--- src/rtl/tcm_map_pkg.sv ---
package tcm_map_pkg;
    localparam int DATA_W    = 8;
    localparam int CODED_W   = 2;
    localparam int UNCODED_W = DATA_W - CODED_W;
    localparam int STATE_W   = 3;
    localparam int CODE_W    = CODED_W + 1;
    localparam int CELLS     = 4;
    localparam int LVL_W     = 3;
    localparam int MAX_LVL   = 4;
    localparam int IDX_W     = 7;

    // pair set: 0 even/even, 1 odd/odd, 2 even/odd, 3 odd/even
    typedef logic [1:0] pair_set_t;

    typedef struct packed {
        pair_set_t hi;   // cells 0-1
        pair_set_t lo;   // cells 2-3
    } quad_type_t;

    typedef enum logic [1:0] {PH_IDLE, PH_MAP, PH_EMIT} phase_e;

    typedef struct packed {
        phase_e                         phase;
        logic [DATA_W-1:0]              data;
        logic [STATE_W-1:0]             trel;
        logic [CELLS-1:0][LVL_W-1:0]    lvl;
    } map_regs_t;

    function automatic logic [3:0] pair_size(input pair_set_t d);
        case (d)
            2'd0:    return 4'd9;
            2'd1:    return 4'd4;
            default: return 4'd6;
        endcase
    endfunction
endpackage

--- src/rtl/tcm_trellis_step.sv ---
module tcm_trellis_step
    import tcm_map_pkg::*;
(
    input  logic [STATE_W-1:0] cur,
    input  logic [CODED_W-1:0] u,
    output logic [CODE_W-1:0]  code,
    output logic [STATE_W-1:0] nxt
);
    // systematic code: the two input bits pass through, the parity bit comes from state
    assign code = {u, cur[0]};
    assign nxt  = {cur[0], cur[2] ^ u[1], cur[1] ^ u[0] ^ cur[0]};
endmodule

--- src/rtl/tcm_subset_lut.sv ---
module tcm_subset_lut
    import tcm_map_pkg::*;
(
    input  logic [CODE_W-1:0] code,
    output quad_type_t        fill_type,
    output quad_type_t        rest_type
);
    always_comb begin
        unique case (code)
            3'd0: begin fill_type = '{2'd1, 2'd1}; rest_type = '{2'd0, 2'd0}; end
            3'd1: begin fill_type = '{2'd0, 2'd1}; rest_type = '{2'd1, 2'd0}; end
            3'd2: begin fill_type = '{2'd2, 2'd2}; rest_type = '{2'd3, 2'd3}; end
            3'd3: begin fill_type = '{2'd2, 2'd3}; rest_type = '{2'd3, 2'd2}; end
            3'd4: begin fill_type = '{2'd1, 2'd3}; rest_type = '{2'd0, 2'd2}; end
            3'd5: begin fill_type = '{2'd1, 2'd2}; rest_type = '{2'd0, 2'd3}; end
            3'd6: begin fill_type = '{2'd3, 2'd1}; rest_type = '{2'd2, 2'd0}; end
            default: begin fill_type = '{2'd2, 2'd1}; rest_type = '{2'd3, 2'd0}; end
        endcase
    end
endmodule

--- src/rtl/tcm_pair_map.sv ---
module tcm_pair_map
    import tcm_map_pkg::*;
(
    input  pair_set_t        d,
    input  logic [3:0]       q,
    output logic [LVL_W-1:0] lv_a,
    output logic [LVL_W-1:0] lv_b
);
    logic [3:0] q_div3, q_mod3;

    always_comb begin
        q_div3 = q / 4'd3;
        q_mod3 = q % 4'd3;
        unique case (d)
            2'd0: begin                      // even x even, 3x3
                lv_a = {q_div3[1:0], 1'b0};
                lv_b = {q_mod3[1:0], 1'b0};
            end
            2'd1: begin                      // odd x odd, 2x2
                lv_a = {1'b0, q[1], 1'b1};
                lv_b = {1'b0, q[0], 1'b1};
            end
            2'd2: begin                      // even x odd, 3x2
                lv_a = {q[2:1], 1'b0};
                lv_b = {1'b0, q[0], 1'b1};
            end
            default: begin                   // odd x even, 2x3
                lv_a = {1'b0, q_div3[0], 1'b1};
                lv_b = {q_mod3[1:0], 1'b0};
            end
        endcase
    end
endmodule

--- src/rtl/tcm_point_map.sv ---
module tcm_point_map
    import tcm_map_pkg::*;
(
    input  quad_type_t                   fill_type,
    input  quad_type_t                   rest_type,
    input  logic [UNCODED_W-1:0]         p,
    output logic [CELLS-1:0][LVL_W-1:0]  lvl
);
    localparam int PAIRS = CELLS / 2;

    logic [IDX_W-1:0] fill_cnt;
    logic [IDX_W-1:0] p_ext;
    logic [IDX_W-1:0] r;
    logic             use_fill;
    quad_type_t       sel;
    pair_set_t        dsel [PAIRS];
    logic [3:0]       qv   [PAIRS];
    logic [LVL_W-1:0] la   [PAIRS];
    logic [LVL_W-1:0] lb   [PAIRS];

    always_comb begin
        fill_cnt = IDX_W'({3'b0, pair_size(fill_type.hi)} * {3'b0, pair_size(fill_type.lo)});
        p_ext    = IDX_W'(p);
        use_fill = p_ext < fill_cnt;
        sel      = use_fill ? fill_type : rest_type;
        r        = use_fill ? p_ext : (p_ext - fill_cnt);
        unique case (sel.lo)
            2'd0: begin qv[0] = 4'(r / 7'd9); qv[1] = 4'(r % 7'd9); end
            2'd1: begin qv[0] = 4'(r / 7'd4); qv[1] = 4'(r % 7'd4); end
            default: begin qv[0] = 4'(r / 7'd6); qv[1] = 4'(r % 7'd6); end
        endcase
        dsel[0] = sel.hi;
        dsel[1] = sel.lo;
    end

    for (genvar g = 0; g < PAIRS; g++) begin : g_pair
        tcm_pair_map u_pair (
            .d    (dsel[g]),
            .q    (qv[g]),
            .lv_a (la[g]),
            .lv_b (lb[g])
        );
    end

    assign lvl = {lb[1], la[1], lb[0], la[0]};
endmodule

--- src/rtl/tcm_cell_mapper.sv ---
module tcm_cell_mapper
    import tcm_map_pkg::*;
(
    input  logic             clk,
    input  logic             rst_n,
    input  logic             grp_first,
    input  logic             byte_valid,
    output logic             byte_ready,
    input  logic [7:0]       byte_data,
    output logic             cells_valid,
    output logic [2:0]       cell_lvl0,
    output logic [2:0]       cell_lvl1,
    output logic [2:0]       cell_lvl2,
    output logic [2:0]       cell_lvl3
);
    map_regs_t r_q, r_d;

    logic [CODE_W-1:0]              code;
    logic [STATE_W-1:0]             trel_next;
    quad_type_t                     fill_type, rest_type;
    logic [CELLS-1:0][LVL_W-1:0]    map_lvl;

    tcm_trellis_step u_trellis (
        .cur  (r_q.trel),
        .u    (r_q.data[DATA_W-1:UNCODED_W]),
        .code (code),
        .nxt  (trel_next)
    );

    tcm_subset_lut u_lut (
        .code      (code),
        .fill_type (fill_type),
        .rest_type (rest_type)
    );

    tcm_point_map u_points (
        .fill_type (fill_type),
        .rest_type (rest_type),
        .p         (r_q.data[UNCODED_W-1:0]),
        .lvl       (map_lvl)
    );

    always_comb begin
        r_d = r_q;
        unique case (r_q.phase)
            PH_IDLE: begin
                if (byte_valid) begin
                    r_d.data  = byte_data;
                    r_d.trel  = grp_first ? '0 : r_q.trel;
                    r_d.phase = PH_MAP;
                end
            end
            PH_MAP: begin
                r_d.lvl   = map_lvl;
                r_d.trel  = trel_next;
                r_d.phase = PH_EMIT;
            end
            default: r_d.phase = PH_IDLE;
        endcase
    end

    always_ff @(posedge clk or negedge rst_n) begin
        if (!rst_n) r_q <= '{phase: PH_IDLE, default: '0};
        else        r_q <= r_d;
    end

    assign byte_ready  = (r_q.phase == PH_IDLE);
    assign cells_valid = (r_q.phase == PH_EMIT);
    assign cell_lvl0   = r_q.lvl[0];
    assign cell_lvl1   = r_q.lvl[1];
    assign cell_lvl2   = r_q.lvl[2];
    assign cell_lvl3   = r_q.lvl[3];

    a_r2_busy_after_accept: assert property (@(posedge clk) disable iff (!rst_n)
        (byte_valid && byte_ready) |=> !byte_ready);

    a_r2_emit_second_cycle: assert property (@(posedge clk) disable iff (!rst_n)
        (byte_valid && byte_ready) |=> ##1 cells_valid);

    a_r2_single_emit: assert property (@(posedge clk) disable iff (!rst_n)
        cells_valid |=> (byte_ready && !cells_valid));

    a_r7_level_range: assert property (@(posedge clk) disable iff (!rst_n)
        cells_valid |-> (cell_lvl0 <= 3'(MAX_LVL) && cell_lvl1 <= 3'(MAX_LVL) &&
                         cell_lvl2 <= 3'(MAX_LVL) && cell_lvl3 <= 3'(MAX_LVL)));

    a_r9_frame_clear: assert property (@(posedge clk) disable iff (!rst_n)
        (byte_valid && byte_ready && grp_first) |=> (r_q.trel == '0));

    a_r3_idle_hold: assert property (@(posedge clk) disable iff (!rst_n)
        (byte_ready && !byte_valid) |=> $stable(r_q.trel));
endmodule

--- config.mk ---
export PLATFORM = sky130hd
export DESIGN_NAME = tcm_cell_mapper
export DESIGN_NICKNAME = d
export VERILOG_FILES = /design/src/rtl/tcm_map_pkg.sv /design/src/rtl/tcm_trellis_step.sv /design/src/rtl/tcm_subset_lut.sv /design/src/rtl/tcm_pair_map.sv /design/src/rtl/tcm_point_map.sv /design/src/rtl/tcm_cell_mapper.sv
export SDC_FILE = /design/constraint.sdc
export NUM_CORES = 1
export LEC_CHECK = 0
export CORE_ASPECT_RATIO = 1.2
export CORE_UTILIZATION = 38
export DETAILED_ROUTE_END_ITERATION = 6
export GPL_ROUTABILITY_DRIVEN = 0
export SYNTH_ARGS = -nofsm -noshare
export SYNTH_HDL_FRONTEND = slang
export SYNTH_SLANG_ARGS = --single-unit
--- constraint.sdc ---
create_clock -name clk -period 33.2 [get_ports clk]
set_input_delay 4.98 -clock clk [delete_from_list [all_inputs] [get_ports clk]]
set_output_delay 4.98 -clock clk [all_outputs]
set_load 0.01 [all_outputs]
==> key figures <==
Setup path
  – Crit end category: register
  – Top cell by count, worst path: ha_1
  – Crit path arrival time: 17.48 ns
  – RR Endpoint: cell_lvl3[2]
  – Reg2reg start: r_q[21]
  – Worst-case reg-to-reg path depth: 68
  – CP Max Fanout: 35
  – Critical path class: reg -> reg
  – Slowest CP cell: clkinv_1
  – Worst R2R Setup Slack: 15.84 ns
  – Startpoint class of the critical path: register
  – CP peak stage delay: about 0.77 ns
  – WP data required: 33.32 ns

CTS
  – Clk root buf: clkbuf_16
  – Clk_lat worst skew: 0.26 ns
  – CTS sink cnt: 25
  – CTS tree: built
  – Htree depth: 1
  – Worst-case clock buffer depth: 2
  – Hold Buf Count CTS: 0
  – Clock-pin slew on the worst setup and hold paths: 0.07 ns
  – # resized after CTS: 0
  – Post-CTS Setup Inserts: 0
  – TritonCTS buffer count: 3

Cells and area
  – Final layout net count: 641
  – Most frequent cells in the layout: nor2_1, nand2_1, ha_1
  – Fraction of layout cells with a size suffix above 1: 0.1090
  – Layout fillers: 1223
  – Antenna Cells: 0
  – Fin cells: 739
  – Area Overhead vs Synth: 6.565%
  – Final Util: 0.4127

Drt
  – DRC Markers: 0
  – Post-Route WL: ~12 mm
  – Met3 Wirelength: 290 µm
  – Initial detailed-routing violation count: 282
  – Met2 Wirelength: 6.162 mm
  – Via Count: 4348
  – Top routing layer in use: met4
  – Via density: just under 6
  – Routed metal-1 wirelength: 5.343 mm
  – WL per Instance: ~16 µm
  – DR pass1 iterations: 5
  – Final antenna-violating net count: 0

Synth
  – Mean post-synth cell area: around 8.1 µm²
  – Yosys Warn Count: 0
  – Compound-Gate Fraction of Synth Area: 0.2934
  – Synth Cell Area: approximately 4700 µm²
  – Area leader, netlist: dfrtp_1
  – Asr flop ratio synth: 1.000
  – Seq cells post-synth: 25
  – Largest family of logic cells by synthesized area: compound AO/OA/AOI/OAI gates
  – Post-Synth Simple-Gate Area: 0.2262
  – Synth cell types: 108
  – Post-synth top flop: dfrtp_1
  – Post-synth EDFFs: 0
  – Post-Synth XOR/XNOR Area: 0.05949
  – Mux contribution to synthesized area: 0.04716
  – Mapped Cells: ~580
  – Seq/Total Area, Yosys: 0.1340
  – Top post-synthesis cells by area: dfrtp_1, ha_1, nand2_1
  – Adder-Cell Fraction of Synth Area: 0.1436
  – Synth top area share: 0.1340

STA
  – Post-route worst setup slack: 15.84 ns
  – Actual slew at the worst max-slew pin: 0.8090 ns
  – FMAX: between 0.05 and 0.06 GHz
  – Final Slew Violations: 0
  – Endpoints failing setup: 0
  – Min Tclk post-route: 17.36 ns
  – TNS Setup: 0 ns
  – Post-route clock period utilization: 0.5228
  – Endpoints failing hold: 0
  – RSZ-0062 raised after global routing: no
  – Worst Skew: about 0.0071 ns
  – Slew headroom: 0.4573

Placement
  – Buffers on Ports: 25
  – Post-Place Cells: 735
  – Post-DP HPWL: about 9.4 mm
  – Pre-CTS WS: 16.04 ns

Global routing
  – Number of global-route vias before repair: 4146
  – Grt ovf: 0
  – Global-route wire length before repair: around 20 mm
  – GRT Overall Usage: 0.1940
  – Largest net degree at the start of global routing: 36
  – Initial antenna violation count: 0

Worst hold path
  – Worst hold stages: 2
  – Hold Startpoint: cell_lvl3[0]
  – Worst Hold Class: reg -> reg
  – Hold EP: cell_lvl3[0]

Job
  – Max Cap Violations: 0

Status
  – Status: finished, final reports clean

Floorplanning
  – Initial core utilization: 0.3873
  – Top Ports: 26
  – Die height: 123.4 µm
  – Die X: approximately 100 µm
  – FP Rows: 44
  – Die area: 12740 µm²
  – Core Box Area: 12060 µm²
-- cell usage after synthesis (all sizes together) (6+ instances only) --
| library cell | instances |
|---|---|
| o21a | 8 |
| nor4 | 8 |
| nand4 | 8 |
| a21o | 7 |
| xor2 | 8 |
| mux2 | 10 |
| nor2 | 46 |
| fa | 6 |
| a21oi | 34 |
| o21ai | 34 |
| nand3 | 13 |
| nor3 | 14 |
| o31ai | 8 |
| ha | 44 |
| nand2 | 45 |
| o211ai | 13 |
| o211a | 6 |
| clkbuf | 16 |
| dfrtp | 25 |
| a31oi | 18 |
| mux2i | 10 |
| or3 | 7 |
| buf | 22 |
| inv | 41 |
| nand2b | 7 |
| xnor2 | 19 |
| or4 | 6 |
-- flip-flops by register name, summed over array words and instances (netlist names) --
name / cells
cell_lvl3: 3
cell_lvl1: 3
cell_lvl2: 3
r_q: 13
cell_lvl0: 3
-- worst max-delay path by stage --
stage / startpoint / to / slack, ns / depth (start not counted)
6_report: r_q[21] / cell_lvl3[2] / 15.84 / 68
5_1_grt: r_q[21] / cell_lvl3[2] / 14.51 / 68
4_1_cts: r_q[21] / cell_lvl3[2] / 15.98 / 68
3_5_place_dp: r_q[21] / cell_lvl3[2] / 16.04 / 68
3_3_place_gp: r_q[21] / cell_lvl3[2] / 16.52 / 68
2_1_floorplan: r_q[21] / cell_lvl3[2] / 18.53 / 71
-- layout make-up --
type / count / area [µm²] / share of cell area
repair buffers: 29 / 280.3 / 0.05632
inverters: 42 / 157.7 / 0.03168
clock inverters: 1 / 7.507 / 0.001509
multi-input cells: 478 / 3628 / 0.7292
well taps: 161 / 201.4 / 0.04048
clock buffers: 3 / 75.07 / 0.01509
flip-flops and latches: 25 / 625.6 / 0.1257
-- kinds of logic after synthesis --
kind of cell | Yosys count
compound gates | 182
flops | 25
other cells | 2
mux | 20
simple gates | 190
buf+inv | 80
xor+xnor | 27
fa+ha+maj | 50
-- routing by layer --
metal | global-route usage | vias up
met5 | 0 | -
met4 | 0.03785 | 0
met3 | 0.01357 | 18
met2 | 0.3617 | 106
met1 | 0.2424 | 2078
li1 | - | 2146
-- worst max-delay path, delay by kind of cell, from the launching register on --
family	cells	cell delay, ns
compound gates	20	4.29
simple gates	18	4.21
fa+ha+maj	13	4.13
buf+inv	8	1.69
xor+xnor	5	1.29
mux	4	1.07
flops	1	0.52
-- stage by stage --
step	hold slack [ns]	instance area [µm²]
4_1_cts	0.4852	4976
3_5_place_dp	0.4693	4893
6_report	0.4759	4976
5_1_grt	0.5099	4976
2_1_floorplan	0.4483	4696
3_3_place_gp	0.4622	4893
Power is left out: the tool's default activity adds up to more than one toggle a clock period on the data nets, which glitch-free logic cannot reach.
